`src/rtl/fifo_irq_pkg.sv`:
```
package fifo_irq_pkg;
  localparam int RX_HI_BIT = 4;
  localparam int TX_LO_BIT = 12;
  localparam int DONE_BIT  = 16;
  localparam int RXCNT_LSB = 0;
  localparam int TXCNT_LSB = 16;

  localparam logic [1:0] A_LEVEL   = 2'd0;
  localparam logic [1:0] A_ENABLE  = 2'd1;
  localparam logic [1:0] A_PENDING = 2'd2;

  localparam logic [31:0] SRC_MASK =
    (32'd1 << RX_HI_BIT) | (32'd1 << TX_LO_BIT) | (32'd1 << DONE_BIT);

  function automatic int fill_mark(int depth);
    return (depth * 3) / 4;
  endfunction

  function automatic int drain_mark(int depth);
    return depth / 4;
  endfunction

  function automatic logic at_least(int cnt, int mark);
    return cnt >= mark;
  endfunction

  function automatic logic at_most(int cnt, int mark);
    return cnt <= mark;
  endfunction
endpackage

```
`src/rtl/byte_fifo.sv`:
```
module byte_fifo #(
  parameter int DEPTH = 64,
  parameter int W     = 8,
  localparam int AW   = $clog2(DEPTH),
  localparam int CW   = $clog2(DEPTH + 1)
) (
  input  logic          clk,
  input  logic          rst_n,
  input  logic          push,
  input  logic [W-1:0]  push_data,
  input  logic          pop,
  output logic [W-1:0]  pop_data,
  output logic [CW-1:0] count
);
  logic [W-1:0]  mem [DEPTH];
  logic [AW-1:0] wr_ptr, rd_ptr;
  logic          full, empty, push_ok, pop_ok;

  function automatic logic [AW-1:0] bump(logic [AW-1:0] p);
    return (p == AW'(DEPTH - 1)) ? '0 : p + 1'b1;
  endfunction

  assign full    = (count == CW'(DEPTH));
  assign empty   = (count == '0);
  assign push_ok = push && !full;
  assign pop_ok  = pop && !empty;
  assign pop_data = empty ? '0 : mem[rd_ptr];

  always_ff @(posedge clk) begin
    if (push_ok) mem[wr_ptr] <= push_data;
  end

  always_ff @(posedge clk or negedge rst_n) begin
    if (!rst_n) begin
      wr_ptr <= '0;
      rd_ptr <= '0;
      count  <= '0;
    end else begin
      if (push_ok) wr_ptr <= bump(wr_ptr);
      if (pop_ok)  rd_ptr <= bump(rd_ptr);
      case ({push_ok, pop_ok})
        2'b10:   count <= count + 1'b1;
        2'b01:   count <= count - 1'b1;
        default: count <= count;
      endcase
    end
  end

  // occupancy is bounded and a refused write leaves it unchanged
  assert_no_overflow_R3: assert property (@(posedge clk) disable iff (!rst_n)
    count <= CW'(DEPTH));
  assert_full_hold_R3: assert property (@(posedge clk) disable iff (!rst_n)
    (push && full && !pop) |=> (count == CW'(DEPTH)));
  // a read of an empty queue does not move it
  assert_empty_hold_R4: assert property (@(posedge clk) disable iff (!rst_n)
    (pop && empty && !push) |=> (count == '0));
endmodule

```
`src/rtl/irq_status.sv`:
```
module irq_status
  import fifo_irq_pkg::*;
#(
  parameter int CW    = 7,
  parameter int DEPTH = 64
) (
  input  logic          clk,
  input  logic          rst_n,
  input  logic [CW-1:0] rx_cnt,
  input  logic [CW-1:0] tx_cnt,
  input  logic          done_evt,
  input  logic          en_we,
  input  logic          pend_we,
  input  logic [31:0]   wdata,
  output logic [31:0]   en_q,
  output logic [31:0]   pend_q,
  output logic          irq
);
  localparam int RX_MARK = fill_mark(DEPTH);
  localparam int TX_MARK = drain_mark(DEPTH);

  logic        rx_hi, tx_lo;
  logic        p_rx, p_tx, p_done;
  logic [31:0] clr;

  assign rx_hi = at_least(int'(rx_cnt), RX_MARK);
  assign tx_lo = at_most(int'(tx_cnt), TX_MARK);
  assign clr   = pend_we ? (wdata & SRC_MASK) : '0;

  always_ff @(posedge clk or negedge rst_n) begin
    if (!rst_n) begin
      p_rx   <= 1'b0;
      p_tx   <= 1'b0;
      p_done <= 1'b0;
      en_q   <= '0;
    end else begin
      if (clr[RX_HI_BIT])      p_rx <= 1'b0;
      else if (rx_hi)          p_rx <= 1'b1;
      if (clr[TX_LO_BIT])      p_tx <= 1'b0;
      else if (tx_lo)          p_tx <= 1'b1;
      if (done_evt)            p_done <= 1'b1;
      else if (clr[DONE_BIT])  p_done <= 1'b0;
      if (en_we)               en_q <= wdata & SRC_MASK;
    end
  end

  always_comb begin
    pend_q = '0;
    pend_q[RX_HI_BIT] = p_rx;
    pend_q[TX_LO_BIT] = p_tx;
    pend_q[DONE_BIT]  = p_done;
  end

  assign irq = |(pend_q & en_q);

  // an unmasked, unacknowledged fill condition latches
  assert_rx_sets_R5: assert property (@(posedge clk) disable iff (!rst_n)
    (rx_hi && !clr[RX_HI_BIT]) |=> p_rx);
  // completion wins over a simultaneous acknowledge
  assert_done_sets_R7: assert property (@(posedge clk) disable iff (!rst_n)
    done_evt |=> p_done);
  // acknowledge clears for one cycle even with the condition present
  assert_ack_clears_R8: assert property (@(posedge clk) disable iff (!rst_n)
    clr[TX_LO_BIT] |=> !p_tx);
  // only the three source bits can be enabled
  assert_en_mask_R9: assert property (@(posedge clk) disable iff (!rst_n)
    (en_q & ~SRC_MASK) == '0);
  // nothing enabled means no request
  assert_irq_masked_R10: assert property (@(posedge clk) disable iff (!rst_n)
    (en_q == '0) |-> !irq);
endmodule

```
`src/rtl/spi_fifo_irq.sv`:
```
module spi_fifo_irq
  import fifo_irq_pkg::*;
#(
  parameter int DEPTH = 64,
  parameter int W     = 8
) (
  input  logic         clk,
  input  logic         rst_n,
  input  logic [1:0]   reg_addr,
  input  logic         reg_we,
  input  logic [31:0]  reg_wdata,
  output logic [31:0]  reg_rdata,
  input  logic         tx_wr,
  input  logic [W-1:0] tx_wr_data,
  input  logic         tx_rd,
  output logic [W-1:0] tx_rd_data,
  input  logic         rx_wr,
  input  logic [W-1:0] rx_wr_data,
  input  logic         rx_rd,
  output logic [W-1:0] rx_rd_data,
  input  logic         xfer_done,
  output logic         irq
);
  localparam int CW = $clog2(DEPTH + 1);

  logic [CW-1:0] tx_cnt, rx_cnt;
  logic [31:0]   en_q, pend_q, level_word;
  logic          en_we, pend_we;

  byte_fifo #(.DEPTH(DEPTH), .W(W)) u_txq (
    .clk(clk), .rst_n(rst_n),
    .push(tx_wr), .push_data(tx_wr_data),
    .pop(tx_rd), .pop_data(tx_rd_data), .count(tx_cnt));

  byte_fifo #(.DEPTH(DEPTH), .W(W)) u_rxq (
    .clk(clk), .rst_n(rst_n),
    .push(rx_wr), .push_data(rx_wr_data),
    .pop(rx_rd), .pop_data(rx_rd_data), .count(rx_cnt));

  assign en_we   = reg_we && (reg_addr == A_ENABLE);
  assign pend_we = reg_we && (reg_addr == A_PENDING);

  irq_status #(.CW(CW), .DEPTH(DEPTH)) u_irq (
    .clk(clk), .rst_n(rst_n),
    .rx_cnt(rx_cnt), .tx_cnt(tx_cnt), .done_evt(xfer_done),
    .en_we(en_we), .pend_we(pend_we), .wdata(reg_wdata),
    .en_q(en_q), .pend_q(pend_q), .irq(irq));

  always_comb begin
    level_word = '0;
    level_word[RXCNT_LSB +: CW] = rx_cnt;
    level_word[TXCNT_LSB +: CW] = tx_cnt;
  end

  always_comb begin
    case (reg_addr)
      A_LEVEL:   reg_rdata = level_word;
      A_ENABLE:  reg_rdata = en_q;
      A_PENDING: reg_rdata = pend_q;
      default:   reg_rdata = '0;
    endcase
  end
endmodule

```
`config.mk`:
```
export PLATFORM = sky130hd
export DESIGN_NAME = spi_fifo_irq
export DESIGN_NICKNAME = d
export VERILOG_FILES = /design/src/rtl/fifo_irq_pkg.sv /design/src/rtl/byte_fifo.sv /design/src/rtl/irq_status.sv /design/src/rtl/spi_fifo_irq.sv
export SDC_FILE = /design/constraint.sdc
export NUM_CORES = 1
export LEC_CHECK = 0
export ABC_CLOCK_PERIOD_IN_PS = 3550
export BUFFER_PORTS_ARGS = -buffer_cell sky130_fd_sc_hd__buf_2
export CAP_MARGIN = 20
export CORE_MARGIN = 8
export CORE_UTILIZATION = 45
export DETAILED_ROUTE_END_ITERATION = 16
export RECOVER_POWER = 100
export SLEW_MARGIN = 20
export SYNTH_ARGS = -nofsm -noshare
export SYNTH_HDL_FRONTEND = slang
export SYNTH_HIERARCHICAL = 1
export SYNTH_SLANG_ARGS = --single-unit
export TNS_END_PERCENT = 30
```
`constraint.sdc`:
```
create_clock -name clk -period 3.55 [get_ports clk]
set_input_delay 0.71 -clock clk [delete_from_list [all_inputs] [get_ports clk]]
set_output_delay 0.71 -clock clk [all_outputs]
set_load 0.02 [all_outputs]
```
==> results of run 1 <==
[metal layers]
metal | global-route usage, % | wire length, um | vias up
li1 | - | - | 9641
met1 | 25.8 | 42100 | 11800
met2 | 30.9 | 50000 | 652
met3 | 2.93 | 5560 | 165
met4 | 4.94 | 2420 | 0
met5 | 0 | 0 | -
[cells in the final DEF, fill, tap and decap left out, types with 25 or more instances in the layout]
cell type / instances
a22oi_2: 25
clkbuf_16: 110
o22ai_1: 30
edfxtp_1: 1024
nand2_1: 48
mux2i_1: 76
conb_1: 58
a22o_1: 33
clkbuf_1: 195
dfrtp_1: 36
mux4_2: 230
nor2_1: 142
a21oi_1: 43
clkinv_1: 25
buf_4: 73
[critical path, cell delays in order (launching register included)]
cell	delay, ns
dfrtp_4	0.50
buf_6	0.19
bufbuf_16	0.33
mux4_2	0.53
a22oi_2	0.23
nand2_1	0.11
a22o_1	0.26
buf_2	0.17
[where the power goes]
part	switching (W)	internal, W	leakage [nW]	total [W]
clock	0.00471	0.00621	1.67	0.0109
sequential	0.000636	0.0144	9.73	0.0151
combinational	0.00713	0.00608	4.58	0.0132
total	0.0125	0.0267	16.0	0.0392
[kinds of logic (layout without fill, tap and decap cells)]
kind of cell / Yosys count / after routing
AOI/OAI and AO/OA: 302 / 302
xor gates and xnor gates: 24 / 24
adders and majority gates: 10 / 10
buffers and inverters: 204 / 516
DFF: 1068 / 1068
muxes: 329 / 329
other: 1 / 60
and+or+nand+nor: 293 / 293
[stage by stage]
step / util (%) / setup TNS [ns]
final: 52.7 / -1.72
after global routing: 52.7 / -3.26
after CTS: 53.2 / -2.45
after detailed placement: 48.3 / 0
after global placement: 48.3 / 0
after floorplan: - / 0
[final cells by class]
class | instances | area, um2 | area share, %
flip-flops and latches | 1068 | 31900 | 63.6
multi-input cells | 1016 | 11000 | 21.9
clock buffers | 134 | 2850 | 5.69
repair buffers | 312 | 2230 | 4.44
well taps | 1265 | 1580 | 3.16
clock inverters | 64 | 551 | 1.10
inverters | 6 | 22.5 | 0.0450
diodes | 2 | 5.00 | 0.00999
[worst max-delay path by stage]
stage	startpoint	end	slack (ns)
3_3_place_gp	u_txq/rd_ptr[0]	tx_rd_data[4]	0.29
5_1_grt	u_txq/rd_ptr[0]	tx_rd_data[1]	-0.24
4_1_cts	u_txq/rd_ptr[0]	tx_rd_data[4]	-0.20
6_report	u_txq/rd_ptr[0]	tx_rd_data[3]	-0.19
2_1_floorplan	u_txq/count[2]	u_txq/count[4]	0.34
3_5_place_dp	u_txq/rd_ptr[0]	tx_rd_data[4]	0.28
[sequential cells by signal, indices dropped and copies added, names as in the netlist, 3 cells and up]
name,count
u_irq/en_q,3
u_rxq/mem,512
u_txq/rd_ptr,6
u_rxq/count,7
u_rxq/wr_ptr,6
u_txq/mem,512
u_txq/count,7
u_txq/wr_ptr,6
u_rxq/rd_ptr,6
[timing repair]
item                                   4_1_cts  5_1_grt
setup endpoints to repair                   16       16
gates cloned                                 9        0
endpoints found under the hold margin        0        0
gates resized for setup                    145       41
setup buffers                               24       10
pin swaps                                   24        7
==> flow_summary.json, run 1 <==
{
  "status": "finished, violations left",
  "violations": "max-capacitance violations, max-slew violations, negative setup slack",
  "die-height_um": 326,
  "synth_top_area_share_pct": 71.2,
  "synthTopCellsByArea": "edfxtp_1 71%, mux4_2 12%, dfrtp_1 2.5%",
  "drive_gt1_share_pct": 26.1,
  "cts_hold_buf": 0,
  "synth_commonest_cells": "1024 x edfxtp_1, 230 x mux4_2, 142 x nor2_1, 88 x mux2i_1, 85 x buf_4",
  "ys_async_sr_fraction_pct": 4.12,
  "tightest_slew_ns": 2.94,
  "synth_edf_count": 1024,
  "drc": 0,
  "yosys.area_share.simple_pct": 3.39,
  "muxShareOfSynthArea_pct": 14.3,
  "holdPathStages": 2,
  "r2r-end": "u_txq/mem[47][4]",
  "grt_max_degree": 65,
  "ir_drop_mv": 0.509,
  "global_route.overflow_total": 0,
  "finalCritPeriodShare_pct": 105,
  "coreArea_um2": 95000,
  "dr.pass1.iters": 6,
  "ys_ff_latch": 1068,
  "r2r_slack_ns": 0.19,
  "clock_sinks": 1068,
  "hp-start": "reg_wdata[4]",
  "critPathCaptureType": "output pin",
  "worstPathMaxFanout": 11,
  "dp_hpwl_mm": 62.1,
  "num_vias": 22200,
  "synth_top_family_by_area": "multiplexers",
  "clk_pin_slew_ns": 0.06,
  "ios": 107,
  "p_leak_nw": 16.0,
  "worst_hold_slack_ns": 0.212,
  "syn_avg_cell_area_um2": 19.4,
  "worstSetupPathType": "register to output pin",
  "die_w_um": 326,
  "yosysUniqueCellTypes": 62,
  "synth_compound_area_share_pct": 4.99,
  "wl_per_cell_um": 25.9,
  "startpoint_type": "register",
  "wl_mm": 100,
  "numCtsBuffers": 109,
  "synthAdderAreaFrac_pct": 0.290,
  "hold_path_class": "input port to register",
  "avgViaCountPerCell": 5.74,
  "grt_pass1_wl_mm": 150,
  "max-slew-margin-rel_pct": -96.1,
  "yosys_most_used_dff": "edfxtp_1",
  "worst_clock_skew_ns": 0.0262,
  "stdcell_count": 3867,
  "rsz0062_at_grt": "yes",
  "yosys_warnings": 6,
  "postRouteAntennaNets": 0,
  "clock_latency_ns": 0.69,
  "synth_area_um2": 43200,
  "start_util_pct": 45.5,
  "setup_viol": 15,
  "die_area_um2": 106000,
  "nets": 2581,
  "arrival_ns": 3.03,
  "gp_congestion": 0.803,
  "drtIter0Drc": 1966,
  "reg2regPathDepth": 6,
  "cts_tree": "built",
  "layout_setup_ws_ns": -0.188,
  "antenna_found_initial": 0,
  "holdPathEnd": "u_irq/p_rx",
  "synthCells": 2231,
  "reg2reg_from": "u_txq/count[0]",
  "seq_area_frac_synth_pct": 73.7,
  "powerDensity_nw_per_um2": 783,
  "final_cell_area_um2": 50100,
  "dpl.cell_count": 3626,
  "grt_pass1_vias": 22800,
  "power.total_w": 0.0392,
  "cts-root-buf": "clkbuf_16",
  "worstPathRequired_ns": 2.84,
  "synth_xor_area_share_pct": 0.487,
  "place_ws_ns": 0.284,
  "htree_levels": 3,
  "synth.most_common_cell": "edfxtp_1",
  "grt_use_total_pct": 18.6,
  "clockBufferDepth": 3,
  "area_growth_pct": 16.0,
  "dpl_cell_area_um2": 45900,
  "clock.fmax_mhz": 268,
  "synth.largest_area_cell": "edfxtp_1",
  "portBuffers": 60,
  "drv_cap": 16,
  "rows": 113,
  "hold_violations": 0,
  "finalMaxSlewViolations": 730,
  "min_period_ns": 3.74,
  "fillers": 7637
}
(Power assumes the default switching activity.)
==> inputs of run 2 (changes only) <==
--- a/config.mk
+++ b/config.mk
@@ -9,8 +9,9 @@
 export BUFFER_PORTS_ARGS = -buffer_cell sky130_fd_sc_hd__buf_2
 export CAP_MARGIN = 20
 export CORE_MARGIN = 8
-export CORE_UTILIZATION = 45
+export CORE_UTILIZATION = 62
 export DETAILED_ROUTE_END_ITERATION = 16
+export PLACE_DENSITY = 0.79
 export RECOVER_POWER = 100
 export SLEW_MARGIN = 20
 export SYNTH_ARGS = -nofsm -noshare
==> run 2 against run 1 <==
Net effect: the run still ends with max-capacitance violations, max-slew violations, negative setup slack left; first-iteration DRC count increased by 55%; worst setup slack gained 0.014 ns; clock skew up 0.032 ns; clock power about the same; sequential share of layout area is 0.97 points higher; worst hold slack improved by 0.040 ns; critical path type unchanged; largest cell class unchanged; highest routed layer unchanged.
==> flow_summary.json, run 2 (same netlist as run 1, synthesis figures left out) <==
{
  "layout_top_registers": "u_rxq/mem x512, u_txq/mem x512",
  "clockBufferDepth": 3,
  "layout_setup_ws_ns": -0.174,
  "die_w_um": 280,
  "final_util_pct": 71.7,
  "coreArea_um2": 68800,
  "startpoint_type": "register",
  "r2r_slack_ns": 0.14,
  "postRouteAntennaNets": 0,
  "wl_mm": 101,
  "reg2reg_from": "u_rxq/count[2]",
  "layout_commonest_cell": "edfxtp_1",
  "clock.fmax_mhz": 269,
  "cts_hold_buf": 0,
  "worstSetupPathType": "register to output pin",
  "grt_pass1_vias": 23500,
  "rows": 96,
  "portBuffers": 60,
  "tightest_slew_ns": 3.14,
  "avgViaCountPerCell": 6.64,
  "drtIter0Drc": 3040,
  "reg2regPathDepth": 6,
  "r2r-end": "u_rxq/mem[39][0]",
  "start_util_pct": 62.8,
  "setup_viol": 16,
  "clock_latency_ns": 0.70,
  "powerDensity_nw_per_um2": 791,
  "global_route.overflow_total": 0,
  "finalCritPeriodShare_pct": 105,
  "dp_hpwl_mm": 56.3,
  "p_leak_nw": 15.9,
  "clk_pin_slew_ns": 0.06,
  "htree_levels": 3,
  "worstPathMaxFanout": 5,
  "status": "finished, violations left",
  "grt_pass1_wl_mm": 149,
  "drc": 0,
  "hold_violations": 0,
  "max-slew-margin-rel_pct": -109,
  "drive_gt1_share_pct": 25.5,
  "min_period_ns": 3.72,
  "cts-root-buf": "clkbuf_16",
  "grt_use_total_pct": 25.4,
  "grt_max_degree": 65,
  "holdPathEnd": "u_irq/p_rx",
  "dpl.cell_count": 3249,
  "holdPathStages": 2,
  "critPathCaptureType": "output pin",
  "area_growth_pct": 14.3,
  "wl_per_cell_um": 28.8,
  "die_area_um2": 78400,
  "drv_cap": 17,
  "cts_tree": "built",
  "antenna_found_initial": 1,
  "mostFrequentLayoutCells": "1024 x edfxtp_1, 230 x mux4_2, 159 x clkbuf_1, 142 x nor2_1, 105 x clkbuf_16",
  "ir_drop_mv": 0.582,
  "power.total_w": 0.0390,
  "clock_sinks": 1068,
  "num_vias": 23100,
  "worst_clock_skew_ns": 0.0583,
  "hp-start": "reg_wdata[4]",
  "gp_congestion": 0.861,
  "finalMaxSlewViolations": 1056,
  "arrival_ns": 3.01,
  "worstPathRequired_ns": 2.84,
  "stdcell_count": 3485,
  "rsz0062_at_grt": "yes",
  "ios": 107,
  "numCtsBuffers": 102,
  "die-height_um": 280,
  "hold_path_class": "input port to register",
  "dpl_cell_area_um2": 45200,
  "nets": 2536,
  "worst_hold_slack_ns": 0.252,
  "final_cell_area_um2": 49300,
  "violations": "max-capacitance violations, max-slew violations, negative setup slack",
  "dr.pass1.iters": 5
}
## run 2: per-layer routing
layer / GRT usage, % / share of wire (%) / vias up
li1: - / - / 9514
met1: 32.9 / 36 / 12000
met2: 43.2 / 51 / 1366
met3: 4.71 / 8.7 / 246
met4: 9.02 / 3.7 / 0
met5: 0 / 0 / -
## run 2: cell type report
type	count	area, um2
diodes	1	2.50
clock buffers	129	2700
clock inverters	60	613
fillers	3904	19500
inverters	6	22.5
multi-input cells	1016	10800
flip-flops and latches	1068	31900
well taps	931	1160
repair buffers	274	2160
## run 2: how the worst max path moves through the flow
| stage | slack (ns) | cells past startpoint | endpoint | start |
|---|---|---|---|---|
| 2_1_floorplan | 0.34 | 13 | u_txq/count[4] | u_txq/count[2] |
| 3_3_place_gp | 0.30 | 7 | rx_rd_data[7] | u_rxq/rd_ptr[0] |
| 3_5_place_dp | 0.28 | 7 | rx_rd_data[7] | u_rxq/rd_ptr[0] |
| 4_1_cts | -0.18 | 8 | tx_rd_data[1] | u_txq/rd_ptr[0] |
| 5_1_grt | -0.27 | 9 | tx_rd_data[3] | u_txq/rd_ptr[0] |
| 6_report | -0.17 | 9 | tx_rd_data[7] | u_txq/rd_ptr[0] |
## run 2: repair_timing
item | 4_1_cts | 5_1_grt
gates resized for setup | 133 | 27
endpoints found under the setup margin | 16 | 16
setup buffers | 25 | 9
gates cloned | 8 | 3
pin swaps | 16 | 6
## run 2: metrics by stage
step | setup WS (ns) | setup TNS [ns]
2_1_floorplan | 0.340 | 0
3_3_place_gp | 0.295 | 0
3_5_place_dp | 0.281 | 0
4_1_cts | -0.181 | -1.92
5_1_grt | -0.270 | -3.50
6_report | -0.174 | -2.09
## run 2: worst max-delay path, stage by stage (launching register included)
cell       delay, ns
dfrtp_4         0.52
buf_12          0.15
buf_12          0.12
buf_16          0.13
mux4_2          0.46
mux2i_2         0.21
mux2i_1         0.15
mux2i_2         0.30
o2bb2ai_2       0.13
buf_6           0.15
## run 2: where the power goes
group          switching [W]  total [W]  leakage, nW  internal, W
Sequential          0.000819     0.0153         9.73       0.0144
Clock                0.00469     0.0107         1.62      0.00601
Combinational        0.00704     0.0131         4.52      0.00602
